File: config.mk
export PLATFORM = sky130hd
export DESIGN_NAME = led_fade_dimmer
export DESIGN_NICKNAME = d
export VERILOG_FILES = /design/src/rtl/led_fade_pkg.sv /design/src/rtl/led_fade_sync.sv /design/src/rtl/led_fade_ticker.sv /design/src/rtl/led_fade_level.sv /design/src/rtl/led_fade_pwm.sv /design/src/rtl/led_fade_dimmer.sv
export SDC_FILE = /design/constraint.sdc
export NUM_CORES = 1
export LEC_CHECK = 0
export BUFFER_PORTS_ARGS = -buffer_cell sky130_fd_sc_hd__buf_2
export CAP_MARGIN = 20
export CELL_PAD_IN_SITES_DETAIL_PLACEMENT = 1
export CELL_PAD_IN_SITES_GLOBAL_PLACEMENT = 1
export CORE_MARGIN = 2
export CORE_UTILIZATION = 40
export CTS_CLUSTER_SIZE = 12
export DETAILED_ROUTE_END_ITERATION = 7
export PLACE_DENSITY = 0.68
export SETUP_SLACK_MARGIN = 0.5
export SLEW_MARGIN = 10
export SYNTH_ARGS = -nofsm -noshare
export SYNTH_HDL_FRONTEND = slang
export SYNTH_HIERARCHICAL = 1
export SYNTH_SLANG_ARGS = --single-unit
File: constraint.sdc
create_clock -name clk -period 5.21 [get_ports clk]
set_input_delay 1.042 -clock clk [delete_from_list [all_inputs] [get_ports clk]]
set_output_delay 1.042 -clock clk [all_outputs]
set_load 0.02 [all_outputs]
File: src/rtl/led_fade_pkg.sv
package led_fade_pkg;
  typedef enum logic [1:0] {
    UPD_HOLD  = 2'd0,
    UPD_LOAD  = 2'd1,
    UPD_SCALE = 2'd2,
    UPD_STEP  = 2'd3
  } upd_e;
endpackage

File: src/rtl/led_fade_sync.sv
module led_fade_sync #(
  parameter int STAGES = 2
) (
  input  logic clk,
  input  logic rst_n,
  input  logic async_i,
  output logic rise_o
);
  logic [STAGES:0] chain_q;

  always_ff @(posedge clk or negedge rst_n) begin
    if (!rst_n) chain_q[0] <= 1'b0;
    else        chain_q[0] <= async_i;
  end

  for (genvar g = 1; g <= STAGES; g++) begin : g_stage
    always_ff @(posedge clk or negedge rst_n) begin
      if (!rst_n) chain_q[g] <= 1'b0;
      else        chain_q[g] <= chain_q[g-1];
    end
  end

  assign rise_o = chain_q[STAGES-1] & ~chain_q[STAGES];

  // a held input yields a single-cycle edge
  p_single_rise_r4: assert property (@(posedge clk) disable iff (!rst_n)
    rise_o |=> !rise_o);
endmodule

File: src/rtl/led_fade_ticker.sv
module led_fade_ticker #(
  parameter int CNT_W = 24
) (
  input  logic             clk,
  input  logic             rst_n,
  output logic [CNT_W-1:0] cnt_o,
  output logic             wrap_o
);
  logic [CNT_W-1:0] cnt_q;

  always_ff @(posedge clk or negedge rst_n) begin
    if (!rst_n) cnt_q <= '0;
    else        cnt_q <= cnt_q + 1'b1;
  end

  assign cnt_o  = cnt_q;
  assign wrap_o = &cnt_q;

  // a roll-over restarts the count at zero
  p_wrap_restart_r8: assert property (@(posedge clk) disable iff (!rst_n)
    wrap_o |=> (cnt_q == '0));
endmodule

File: src/rtl/led_fade_level.sv
module led_fade_level
  import led_fade_pkg::*;
#(
  parameter int CNT_W   = 24,
  parameter int FRAC_SH = 5
) (
  input  logic             clk,
  input  logic             rst_n,
  input  logic             load_i,
  input  logic             wrap_i,
  output logic [CNT_W-1:0] level_o
);
  localparam logic [CNT_W-1:0] FULL  = '1;
  localparam logic [CNT_W-1:0] FLOOR = CNT_W'(1) << FRAC_SH;

  logic [CNT_W-1:0] level_q, level_d;
  upd_e             upd;

  always_comb begin
    if (load_i)                 upd = UPD_LOAD;
    else if (!wrap_i)           upd = UPD_HOLD;
    else if (level_q >= FLOOR)  upd = UPD_SCALE;
    else if (level_q != '0)     upd = UPD_STEP;
    else                        upd = UPD_HOLD;
  end

  always_comb begin
    unique case (upd)
      UPD_LOAD:  level_d = FULL;
      UPD_SCALE: level_d = level_q - (level_q >> FRAC_SH);
      UPD_STEP:  level_d = level_q - 1'b1;
      default:   level_d = level_q;
    endcase
  end

  always_ff @(posedge clk or negedge rst_n) begin
    if (!rst_n) level_q <= '0;
    else        level_q <= level_d;
  end

  assign level_o = level_q;

  // a reload always yields full scale, roll-over or not
  p_load_full_r3: assert property (@(posedge clk) disable iff (!rst_n)
    load_i |=> (level_q == FULL));
  // quiet between roll-overs
  p_quiet_hold_r9: assert property (@(posedge clk) disable iff (!rst_n)
    (!load_i && !wrap_i) |=> $stable(level_q));
  // the fade never brightens by itself
  p_never_rise_r2: assert property (@(posedge clk) disable iff (!rst_n)
    !load_i |=> (level_q <= $past(level_q)));
  // every roll-over makes progress toward dark
  p_strict_fall_r5: assert property (@(posedge clk) disable iff (!rst_n)
    (!load_i && wrap_i && level_q != '0) |=> (level_q < $past(level_q)));
endmodule

File: src/rtl/led_fade_pwm.sv
module led_fade_pwm #(
  parameter int CNT_W = 24
) (
  input  logic             clk,
  input  logic             rst_n,
  input  logic [CNT_W-1:0] level_i,
  input  logic [CNT_W-1:0] cnt_i,
  output logic             led_o
);
  logic led_q;

  always_ff @(posedge clk or negedge rst_n) begin
    if (!rst_n) led_q <= 1'b0;
    else        led_q <= (level_i > cnt_i);
  end

  assign led_o = led_q;

  // a dark level keeps the pin dark
  p_dark_at_zero_r1: assert property (@(posedge clk) disable iff (!rst_n)
    (level_i == '0) |=> !led_o);
  // full level lights every slot but the last
  p_lit_full_r1: assert property (@(posedge clk) disable iff (!rst_n)
    ((&level_i) && !(&cnt_i)) |=> led_o);
endmodule

File: src/rtl/led_fade_dimmer.sv
module led_fade_dimmer #(
  parameter int CNT_W   = 24,
  parameter int FRAC_SH = 5,
  parameter int SYNC_N  = 2
) (
  input  logic             clk,
  input  logic             rst_n,
  input  logic             trig_i,
  output logic             led_o,
  output logic [CNT_W-1:0] level_o
);
  logic             trig_rise;
  logic             wrap;
  logic [CNT_W-1:0] cnt;
  logic [CNT_W-1:0] level;

  led_fade_sync #(.STAGES(SYNC_N)) u_sync (
    .clk(clk), .rst_n(rst_n), .async_i(trig_i), .rise_o(trig_rise));

  led_fade_ticker #(.CNT_W(CNT_W)) u_ticker (
    .clk(clk), .rst_n(rst_n), .cnt_o(cnt), .wrap_o(wrap));

  led_fade_level #(.CNT_W(CNT_W), .FRAC_SH(FRAC_SH)) u_level (
    .clk(clk), .rst_n(rst_n), .load_i(trig_rise), .wrap_i(wrap),
    .level_o(level));

  led_fade_pwm #(.CNT_W(CNT_W)) u_pwm (
    .clk(clk), .rst_n(rst_n), .level_i(level), .cnt_i(cnt), .led_o(led_o));

  assign level_o = level;

  // the first cycle out of reset is dark
  p_reset_dark_r7: assert property (@(posedge clk) disable iff (!rst_n)
    $rose(rst_n) |-> (level_o == '0 && !led_o));
endmodule

After elaboration in Yosys (flattened, before gate mapping)
Index checks and enable logic that the tools add are counted.
{"block": "word_totals", "wordCells": 24, "regBits": 52, "mem_bits_rw": 0, "out_inout_bits": 25, "input_bits": 3, "rom_bits": 0, "memories": 0, "latchBits": 0}
{"block": "op_classes", "addsub": 3, "n_eq_ne": 3, "bitwise_logic": 2, "n_shift": 0, "n_lt_le_gt_ge": 2, "n_mul": 0, "div_mod_pow": 0, "reduce_logical": 3, "muxes": 5}
{"operator": "one-hot mux 24 bit (3 select lines)", "count": 1}
{"operator": "adder 24 x 1 -> 24 bit (second input constant)", "count": 1}
{"operator": ">= comparator 24 x 6 -> 1 bit (second input constant)", "count": 1}
{"operator": "greater-than comparator 24 bit", "count": 1}
{"operator": "AND reduction 24 bit", "count": 1}
{"operator": "nonzero test 24 bit", "count": 1}
{"operator": "subtractor 24 x 1 -> 24 bit (second input constant)", "count": 1}
{"operator": "subtractor 24 x 19 -> 24 bit", "count": 1}
{"operator": "2-to-1 mux 2 bit", "count": 4}
{"operator": "== test 2 bit (second input constant)", "count": 2}
{"operator": "nonzero test 3 bit", "count": 1}
{"operator": "== test 2 x 1 -> 1 bit (second input constant)", "count": 1}
{"operator": "AND 1 bit", "count": 1}
{"operator": "NOT 1 bit", "count": 1}

Logic depth before layout (Yosys ltp)
Gate-level depths: netlist of the first run.
{"block": "logic_depth", "ltp_word": 7, "depth_mapped": 16}

Cells and area by module
The synthesis of the first run kept the hierarchy.
{"mod": "led_fade_level", "area_per_inst_um2": 2013.2, "n_inst": 1, "cells_each": 231, "seq_area_each_um2": 600.6}
{"mod": "led_fade_ticker", "area_per_inst_um2": 1079.8, "n_inst": 1, "cells_each": 91, "seq_area_each_um2": 600.6}
{"mod": "led_fade_pwm", "area_per_inst_um2": 653.1, "n_inst": 1, "cells_each": 83, "seq_area_each_um2": 25.0}
{"mod": "led_fade_sync", "area_per_inst_um2": 88.8, "n_inst": 1, "cells_each": 4, "seq_area_each_um2": 75.1}

Worst setup path after synthesis of the first run
Ideal clock, no wire load.
{"block": "synth_path", "kind": "reg2reg", "from": "reg u_level.level_q[21], in the netlist u_level/level_o[21]", "to": "reg u_level.level_q[18], in the netlist u_level/level_o[18]", "setup_ns": 0.126, "t_arrival_ns": 3.739, "t_required_ns": 5.084, "stages_incl_launch_ff": 15, "slack_ns": 1.345, "synth_period_minus_slack_ns": 3.865, "path_buffers": 0, "path_cell_list": "dfrtp_1 > or4_4 > or4_1 > nor2_1 > a31o_2 > ha_1 > inv_1 > fa_1 > a21o_1 > a221o_1 > a31oi_1 > nand3_1 > a311oi_1 > a31oi_1 > o32a_1"}
{"block": "synth_via", "elab_chain_cells": 7}
{"element": "start, declared", "line_no": "led_fade_level.sv:16", "text": "logic [CNT_W-1:0] level_q, level_d;"}
{"element": "start signal, assigned", "line_no": "led_fade_level.sv:38", "text": "else level_q <= level_d;"}
{"element": "parallel branches: the longest is 7 deep, another holds >= comparator 24 x 6 -> 1 bit"}
Parallel ways; which one is timed is not known.
A chain may end at the register's enable or synchronous reset.

Worst setup path after layout of the first run
{"block": "layout_path", "from": "reg u_ticker.cnt_q[0], in the netlist u_ticker/cnt_o[0]", "to": "reg u_level.level_q[18], in the netlist u_level/level_o[18]"}
{"block": "layout_via", "elab_chain_cells": 5}
{"element": "start, declared", "line_no": "led_fade_ticker.sv:9", "text": "logic [CNT_W-1:0] cnt_q;"}
{"element": "start signal, assigned", "line_no": "led_fade_ticker.sv:13", "text": "else cnt_q <= cnt_q + 1'b1;"}
{"element": "AND reduction 24 bit (*)", "line_no": "led_fade_ticker.sv:17", "text": "assign wrap_o = &cnt_q;"}
{"element": "net wrap", "line_no": "led_fade_dimmer.sv:13", "text": "logic wrap;"}
{"element": "2-to-1 mux 2 bit (*)", "line_no": "led_fade_level.sv:21", "text": "else if (!wrap_i) upd = UPD_HOLD;"}
{"element": "2-to-1 mux 2 bit (*)", "line_no": "led_fade_level.sv:20", "text": "if (load_i) upd = UPD_LOAD;"}
{"element": "== test 2 bit / == test 2 x 1 -> 1 bit (equally long branches)", "line_no": "led_fade_level.sv:28", "text": "unique case (upd)"}
{"element": "one-hot mux 24 bit (3 select lines) / nonzero test 3 bit (equally long branches)"}
The timed path passes the listed nets; every way through them passes the cells marked *.

==> results of run 1 <==
[power groups by stage]
| stage | clock [mW] | sequential [mW] | combinational [mW] |
|---|---|---|---|
| global route | 0.326 | 0.412 | 0.116 |
| global placement | 0 | 0.419 | 0.103 |
| detailed placement | 0 | 0.420 | 0.101 |
| CTS | 0.315 | 0.412 | 0.102 |
| finish | 0.299 | 0.412 | 0.101 |
| floorplan | 0 | 0.422 | 0.0706 |
[layout make-up]
| type | instances | area (sq um) | share of cell area |
|---|---|---|---|
| Clock buffer | 6 | 82.6 | 0.0195 |
| Timing Repair Buffer | 28 | 143 | 0.0337 |
| Tap cell | 129 | 161 | 0.0381 |
| Inverter | 48 | 180 | 0.0426 |
| Sequential cell | 52 | 1300 | 0.307 |
| Multi-Input combinational cell | 303 | 2330 | 0.550 |
| Clock inverter | 2 | 38.8 | 0.00916 |
[worst max-delay path, delay by kind of cell (launching register included)]
kind,cells,cell delay [ps]
AOI/OAI and AO/OA,7,1560
adders and majority gates,3,820
and+or+nand+nor,5,1300
DFF,1,450
buffers and inverters,1,60
[kinds of logic after synthesis]
| group | after synthesis | share of synthesized area |
|---|---|---|
| AO/OA/AOI/OAI | 89 | 0.166 |
| XOR/XNOR | 41 | 0.0936 |
| adder cells (fa/ha/maj) | 45 | 0.149 |
| buffers and inverters | 54 | 0.0538 |
| flip-flops | 52 | 0.339 |
| multiplexers | 1 | 0.00261 |
| AND/OR/NAND/NOR | 127 | 0.196 |
[routing by layer]
metal | vias to the layer above | global-route usage | wire [um]
met2 | 45 | 0.359 | 4830
li1 | 1527 | - | -
met5 | - | 0 | 0
met3 | 7 | 0.0280 | 301
met4 | 0 | 0.0390 | 72
met1 | 1565 | 0.274 | 4810
[cells in the final DEF (no fill, tap or decap), types with 4 or more instances in the layout]
cell      synthesis  layout
xor2_1           11      11
clkbuf_8          0       6
nand3_1          22      22
nand4_1          10      10
o22a_1           16      16
nor2_1           21      21
dfrtp_1          52      52
a21oi_1          21      21
a31oi_1           6       6
nand2_1          25      25
inv_1            48      48
ha_1             44      44
nor2b_1           5       5
o21ai_0           9       9
nand2b_1          5       5
a21o_1            7       7
buf_2             3      27
and3_1           10      10
o21a_1            4       4
a211oi_1          4       4
xnor2_1          30      30
or4_1             4       4
[final timing paths]
| path | end | slack, ps | cells past startpoint |
|---|---|---|---|
| setup / recovery | u_level/level_o[18] | 890 | 16 |
| hold / removal | u_sync/chain_q[1] | 370 | 0 |
| setup reg to reg | u_level/level_o[18] | 890 | 16 |
| hold reg to reg | u_sync/chain_q[1] | 370 | 0 |
| max in group asynchronous | u_pwm/led_o | 3900 | 2 |
| min in group asynchronous | u_level/level_o[17] | 850 | 2 |
[state kept, by name, indices dropped and copies added (netlist names)]
| name | cells |
|---|---|
| u_sync/chain_q | 3 |
| u_level/level_o | 24 |
| u_ticker/cnt_o | 24 |
| u_pwm/led_o | 1 |
[metrics by stage]
step / total power [mW] / worst slack (ps)
2_1_floorplan: 0.493 / 1340
3_3_place_gp: 0.522 / 1150
3_5_place_dp: 0.521 / 914
4_1_cts: 0.830 / 891
5_1_grt: 0.855 / 509
6_report: 0.812 / 886
[synthesized netlist by cell type (4+ instances only)]
cell type,n,area (sq um)
nor2_1,21,78.8
nand2_1,25,93.8
a31oi_1,6,37.5
a21oi_1,21,105
nand2b_1,5,31.3
dfrtp_1,52,1300
nor2b_1,5,31.3
o21ai_0,9,45.0
o21a_1,4,30.0
a211oi_1,4,30.0
or4_1,4,30.0
inv_1,48,180
and3_1,10,62.6
o22a_1,16,140
a21o_1,7,52.6
ha_1,44,551
xor2_1,11,96.3
nand4_1,10,62.6
nand3_1,22,110
xnor2_1,30,263
==> run_results.csv, run 1 <==
group,metric,value,unit
hold_path,min_path_type,"flip-flop to flip-flop",
global_route,antenna_found_initial,0,
power_and_ir_drop,p_leak,1.88,nW
logic_synthesis,ys_ff_latch,52,
clock_network,cts-root-buf,"clkbuf_8",
power_and_ir_drop,p_int,0.604,mW
logic_synthesis,netlist_area,3830,sq um
final_layout,area_delta_synth_final,10.4,%
timing,clock_skew,5.54,ps
timing,finalHoldViolCount,0,
place,dp_cells,560,
power_and_ir_drop,powerDensity,192,nW/um^2
logic_synthesis,synth_edf_count,0,
final_layout,fin_area,4230,sq um
global_route,grt_pass1_wl,16600,um
setup_path,crit_type,"flip-flop to flip-flop",
timing,holdWs,369,ps
hold_path,hold_start,"u_sync/chain_q[0]",
setup_path,worstPathArrival,4530,ps
logic_synthesis,ys_types,59,
global_route,gr-total-overflow,0,
route,dr.pass1.iters,4,
place,place_congestion,0.776,
logic_synthesis,yosysWarnings,6,
route,viasPerCell,5.54,
clock_network,clock-sinks,52,
setup_path,crit_start,"u_ticker/cnt_o[0]",
timing,maxSlewHeadroom,0.374,
power_and_ir_drop,switching_share,0.256,
setup_path,reg2reg_from,"u_ticker/cnt_o[0]",
logic_synthesis,syn_area_per_cell,9.38,sq um
route,vias,3144,
floorplan,ios,28,
power_and_ir_drop,p_seq_frac,0.507,
floorplan,core,9280,sq um
clock_network,cts_hold_buf,0,
clock_network,cts_buffer_depth,2,
route,wl_per_cell,17.6,um
final_layout,fill_cells,1119,
timing,fin_crit_sh,0.830,
place,port_buffers,27,
route,ant_nets,0,
clock_network,cts_buffers,5,
floorplan,num_rows,35,
timing,setup_tns,0,ps
timing,fmax,231,MHz
place,dpl_cell_area,4110,sq um
global_route,grt_max_degree,53,
logic_synthesis,yosys_most_used_dff,"dfrtp_1",
clock_network,path_clk_slew,100,ps
route,drt-total-wl,10000,um
clock_network,cts_tree,"done",
route,route.detailed.drc,0,
final_layout,nets,486,
timing,fin_crit,4320,ps
logic_synthesis,ys_async_sr_fraction,1.00,
timing,rsz0062_at_grt,"false",
timing,slew_viol_final,0,
setup_path,path_cells,"ha_1 -> nand4_1 -> nor3_4 -> and4_1 -> nor2b_1 -> a31o_2 -> ha_1 -> inv_1 -> fa_1 -> a21o_1 -> a221o_1 -> a31oi_1 -> nand3_1 -> a311oi_1 -> a31oi_1 -> o32a_1",
floorplan,start_util,0.413,
logic_synthesis,synthCells,409,
clock_network,clk_latency,310,ps
setup_path,startpoint_type,"flip-flop",
outcome,status,"finished, final reports clean",
global_route,grt_pass1_vias,3220,
setup_path,endpoint_kind,"flip-flop",
final_layout,drive_above_1_share,0.114,
setup_path,slowest_stage,"dfrtp_1",
floorplan,die_area,10400,sq um
timing,worstMarginPinSlew,940,ps
clock_network,cts_resized,0,
route,first_iter_violations,92,
place,dp_hpwl,7720,um
logic_synthesis,seq_area_frac_synth,0.339,
clock_network,cts_setup_buffers,0,
clock_network,cts.htree.levels,2,
final_layout,n_antenna_cell,0,
logic_synthesis,syn-num-nets,457,
floorplan,die_w,102,um
final_layout,fin_util,0.456,
timing,setup_viol,0,
setup_path,critPathRequiredTime,5410,ps
power_and_ir_drop,p_clk_frac,0.369,
floorplan,die_height,102,um
power_and_ir_drop,p_switching,0.208,mW
power_and_ir_drop,vdd_drop_max,0.112,mV
flow_run,max-cap-violations,0,
setup_path,critPathMaxStageDelay,450,ps
power_and_ir_drop,combinationalPowerShare,0.124,
final_layout,finalNonFillerCells,568,
setup_path,path_max_fanout,7,
global_route,grt_util_all_layers,0.205,
Note: power is estimated with default switching activity, not from simulation.
==> run 2, diff against run 1 <==
--- a/config.mk
+++ b/config.mk
@@ -13,7 +13,7 @@
 export CORE_UTILIZATION = 40
 export CTS_CLUSTER_SIZE = 12
 export DETAILED_ROUTE_END_ITERATION = 7
-export PLACE_DENSITY = 0.68
+export PLACE_DENSITY = 0.7
 export SETUP_SLACK_MARGIN = 0.5
 export SLEW_MARGIN = 10
 export SYNTH_ARGS = -nofsm -noshare
==> constraint.sdc (replaced) <==
create_clock -name clk -period 3.7 [get_ports clk]
set_input_delay 0.74 -clock clk [delete_from_list [all_inputs] [get_ports clk]]
set_output_delay 0.74 -clock clk [all_outputs]
set_load 0.02 [all_outputs]
==> run 2 against run 1 <==
The flow now finishes with violations (negative setup slack). Worst hold slack improved by 1.8 ps. Sequential cell count unchanged. Combinational power grew 100%. Critical path depth is 2 lower. Sequential power grew 40%. Register-to-register slack got worse by 960 ps. Count of clock-buffer cells in the layout is the same. Sequential share of layout area down 3.7 points. Power is 40% higher. Cell count up 8.8%. Critical path type unchanged. Largest power group unchanged.
==> run_results.csv, run 2 (synthesized netlist as in run 1, its figures left out) <==
group,metric,value,unit
outcome,status,"finished, violations left",
outcome,violations,"negative setup slack",
setup_path,endpoint_kind,"flip-flop",
timing,fmax,265,MHz
route,drt-total-wl,11000,um
timing,holdWs,371,ps
clock_network,cts_tree,"done",
setup_path,critPathMaxStageDelay,550,ps
hold_path,whs_path_depth,0,
power_and_ir_drop,powerDensity,235,nW/um^2
floorplan,die_w,102,um
setup_path,worst-path-stages,14,
place,pre_cts_slack,-170,ps
clock_network,cts_buffer_depth,2,
power_and_ir_drop,p_seq_frac,0.507,
setup_path,critPathRequiredTime,3910,ps
timing,maxSlewHeadroom,0.507,
floorplan,core,9280,sq um
power_and_ir_drop,p_int,0.808,mW
timing,rsz0062_at_grt,"true",
route,wl_per_cell,17.8,um
clock_network,clock-sinks,52,
timing,worstMarginPinSlew,734,ps
timing,finalHoldViolCount,0,
clock_network,cts.htree.levels,2,
setup_path,crit_family,"compound AO/OA/AOI/OAI gates",
final_layout,n_antenna_cell,0,
place,dpl_cell_area,4440,sq um
final_layout,final_cell_mix,"48 x dfrtp_1, 47 x inv_1, 45 x buf_4, 43 x ha_1",
floorplan,die_height,102,um
clock_network,cts_buffers,5,
global_route,gr-total-overflow,0,
floorplan,num_rows,35,
global_route,grt_pass1_wl,18400,um
route,ant_nets,0,
route,viasPerCell,5.47,
timing,setup_viol,5,
setup_path,crit_type,"flip-flop to flip-flop",
global_route,grt_pass1_vias,3707,
timing,setup_slack,-72.7,ps
setup_path,reg2reg_depth,14,
timing,clock_skew,5.97,ps
final_layout,nets,536,
floorplan,start_util,0.413,
power_and_ir_drop,combinationalPowerShare,0.179,
clock_network,clk_latency,320,ps
timing,fin_crit,3770,ps
place,port_buffers,27,
power_and_ir_drop,switching_share,0.289,
floorplan,die_area,10400,sq um
timing,slew_viol_final,0,
setup_path,path_cells,"or4_4 -> or4_4 -> nor2_4 -> a31o_4 -> ha_4 -> inv_2 -> fa_2 -> a21o_1 -> a221o_1 -> a31oi_4 -> nand3_2 -> a311oi_2 -> a31oi_1 -> o32a_1",
clock_network,cts-root-buf,"clkbuf_8",
power_and_ir_drop,vdd_drop_max,0.171,mV
hold_path,min_path_type,"flip-flop to flip-flop",
global_route,grt_max_degree,30,
route,first_iter_violations,107,
route,dr.pass1.iters,4,
place,dp_hpwl,8460,um
setup_path,cpMostUsedCell,"or4_4",
final_layout,drive_above_1_share,0.282,
final_layout,final_common_cell,"dfrtp_1",
route,vias,3379,
timing,fin_crit_sh,1.02,
flow_run,max-cap-violations,0,
clock_network,path_clk_slew,100,ps
global_route,antenna_found_initial,0,
power_and_ir_drop,totalPowerFinal,1.14,mW
setup_path,startpoint_type,"flip-flop",
setup_path,slowest_stage,"or4_4",
final_layout,area_delta_synth_final,26.1,%
place,place_congestion,0.846,
setup_path,path_max_fanout,3,
setup_path,worstPathArrival,3980,ps
power_and_ir_drop,p_clk_frac,0.314,
route,route.detailed.drc,0,
power_and_ir_drop,p_leak,2.16,nW
timing,setup_tns,-219,ps
setup_path,worst-path-buf-inv,1,
global_route,grt_util_all_layers,0.228,
final_layout,fin_area,4830,sq um
power_and_ir_drop,p_switching,0.329,mW
floorplan,ios,28,
run 2: changes by cell type in the layout (fill, tap and decap cells not counted), sizes merged:
| cell | before | now |
|---|---|---|
| inv | 48 | 49 |
| bufinv | 1 | 0 |
| buf | 28 | 78 |
run 2: routing by layer:
| layer | wire length, um | vias to the layer above | share of wire | track usage |
|---|---|---|---|---|
| met5 | 0 | - | 0 | 0 |
| met2 | 5540 | 40 | 0.50 | 0.399 |
| met3 | 252 | 11 | 0.023 | 0.0328 |
| met4 | 124 | 0 | 0.011 | 0.0697 |
| li1 | - | 1623 | - | - |
| met1 | 5080 | 1705 | 0.46 | 0.291 |
run 2: final cells by class:
class	instances	area [sq um]
Multi-Input combinational cell	303	2550
Timing Repair Buffer	78	541
Tap cell	129	161
Fill cell	1104	4450
Sequential cell	52	1310
Clock buffer	6	82.6
Inverter	48	180
Clock inverter	2	13.8
run 2: repair_timing:
action / 4_1_cts / 5_1_grt
pin swaps: 17 / 13
resized for setup: 23 / 18
cloned: 0 / 0
setup buffers: 8 / 4
setup endpoints to repair: 14 / 19
endpoints found under the hold margin: 0 / 0
hold buffers: 0 / 0
run 2: final timing paths:
path | to | startpoint | slack [ps]
setup / recovery | u_level/level_o[18] | u_level/level_o[14] | -70
hold / removal | u_sync/chain_q[1] | u_sync/chain_q[0] | 370
setup reg to reg | u_level/level_o[18] | u_level/level_o[14] | -70
hold reg to reg | u_sync/chain_q[1] | u_sync/chain_q[0] | 370
max in group asynchronous | u_level/level_o[4] | rst_n | 2460
min in group asynchronous | u_level/level_o[20] | rst_n | 450
run 2: through the flow:
| step | utilization | instances |
|---|---|---|
| 4_1_cts | 0.508 | 614 |
| 3_5_place_dp | 0.479 | 598 |
| 5_1_grt | 0.521 | 618 |
| 2_1_floorplan | - | 409 |
| 6_report | 0.521 | 618 |
| 3_3_place_gp | 0.479 | 598 |
run 2: power by group through the flow:
stage / Combinational, mW / Sequential [mW] / Clock (mW)
after detailed placement: 0.164 / 0.588 / 0
after floorplan: 0.102 / 0.595 / 0
after global routing: 0.222 / 0.577 / 0.399
after CTS: 0.184 / 0.577 / 0.374
final: 0.203 / 0.577 / 0.358
after global placement: 0.161 / 0.588 / 0
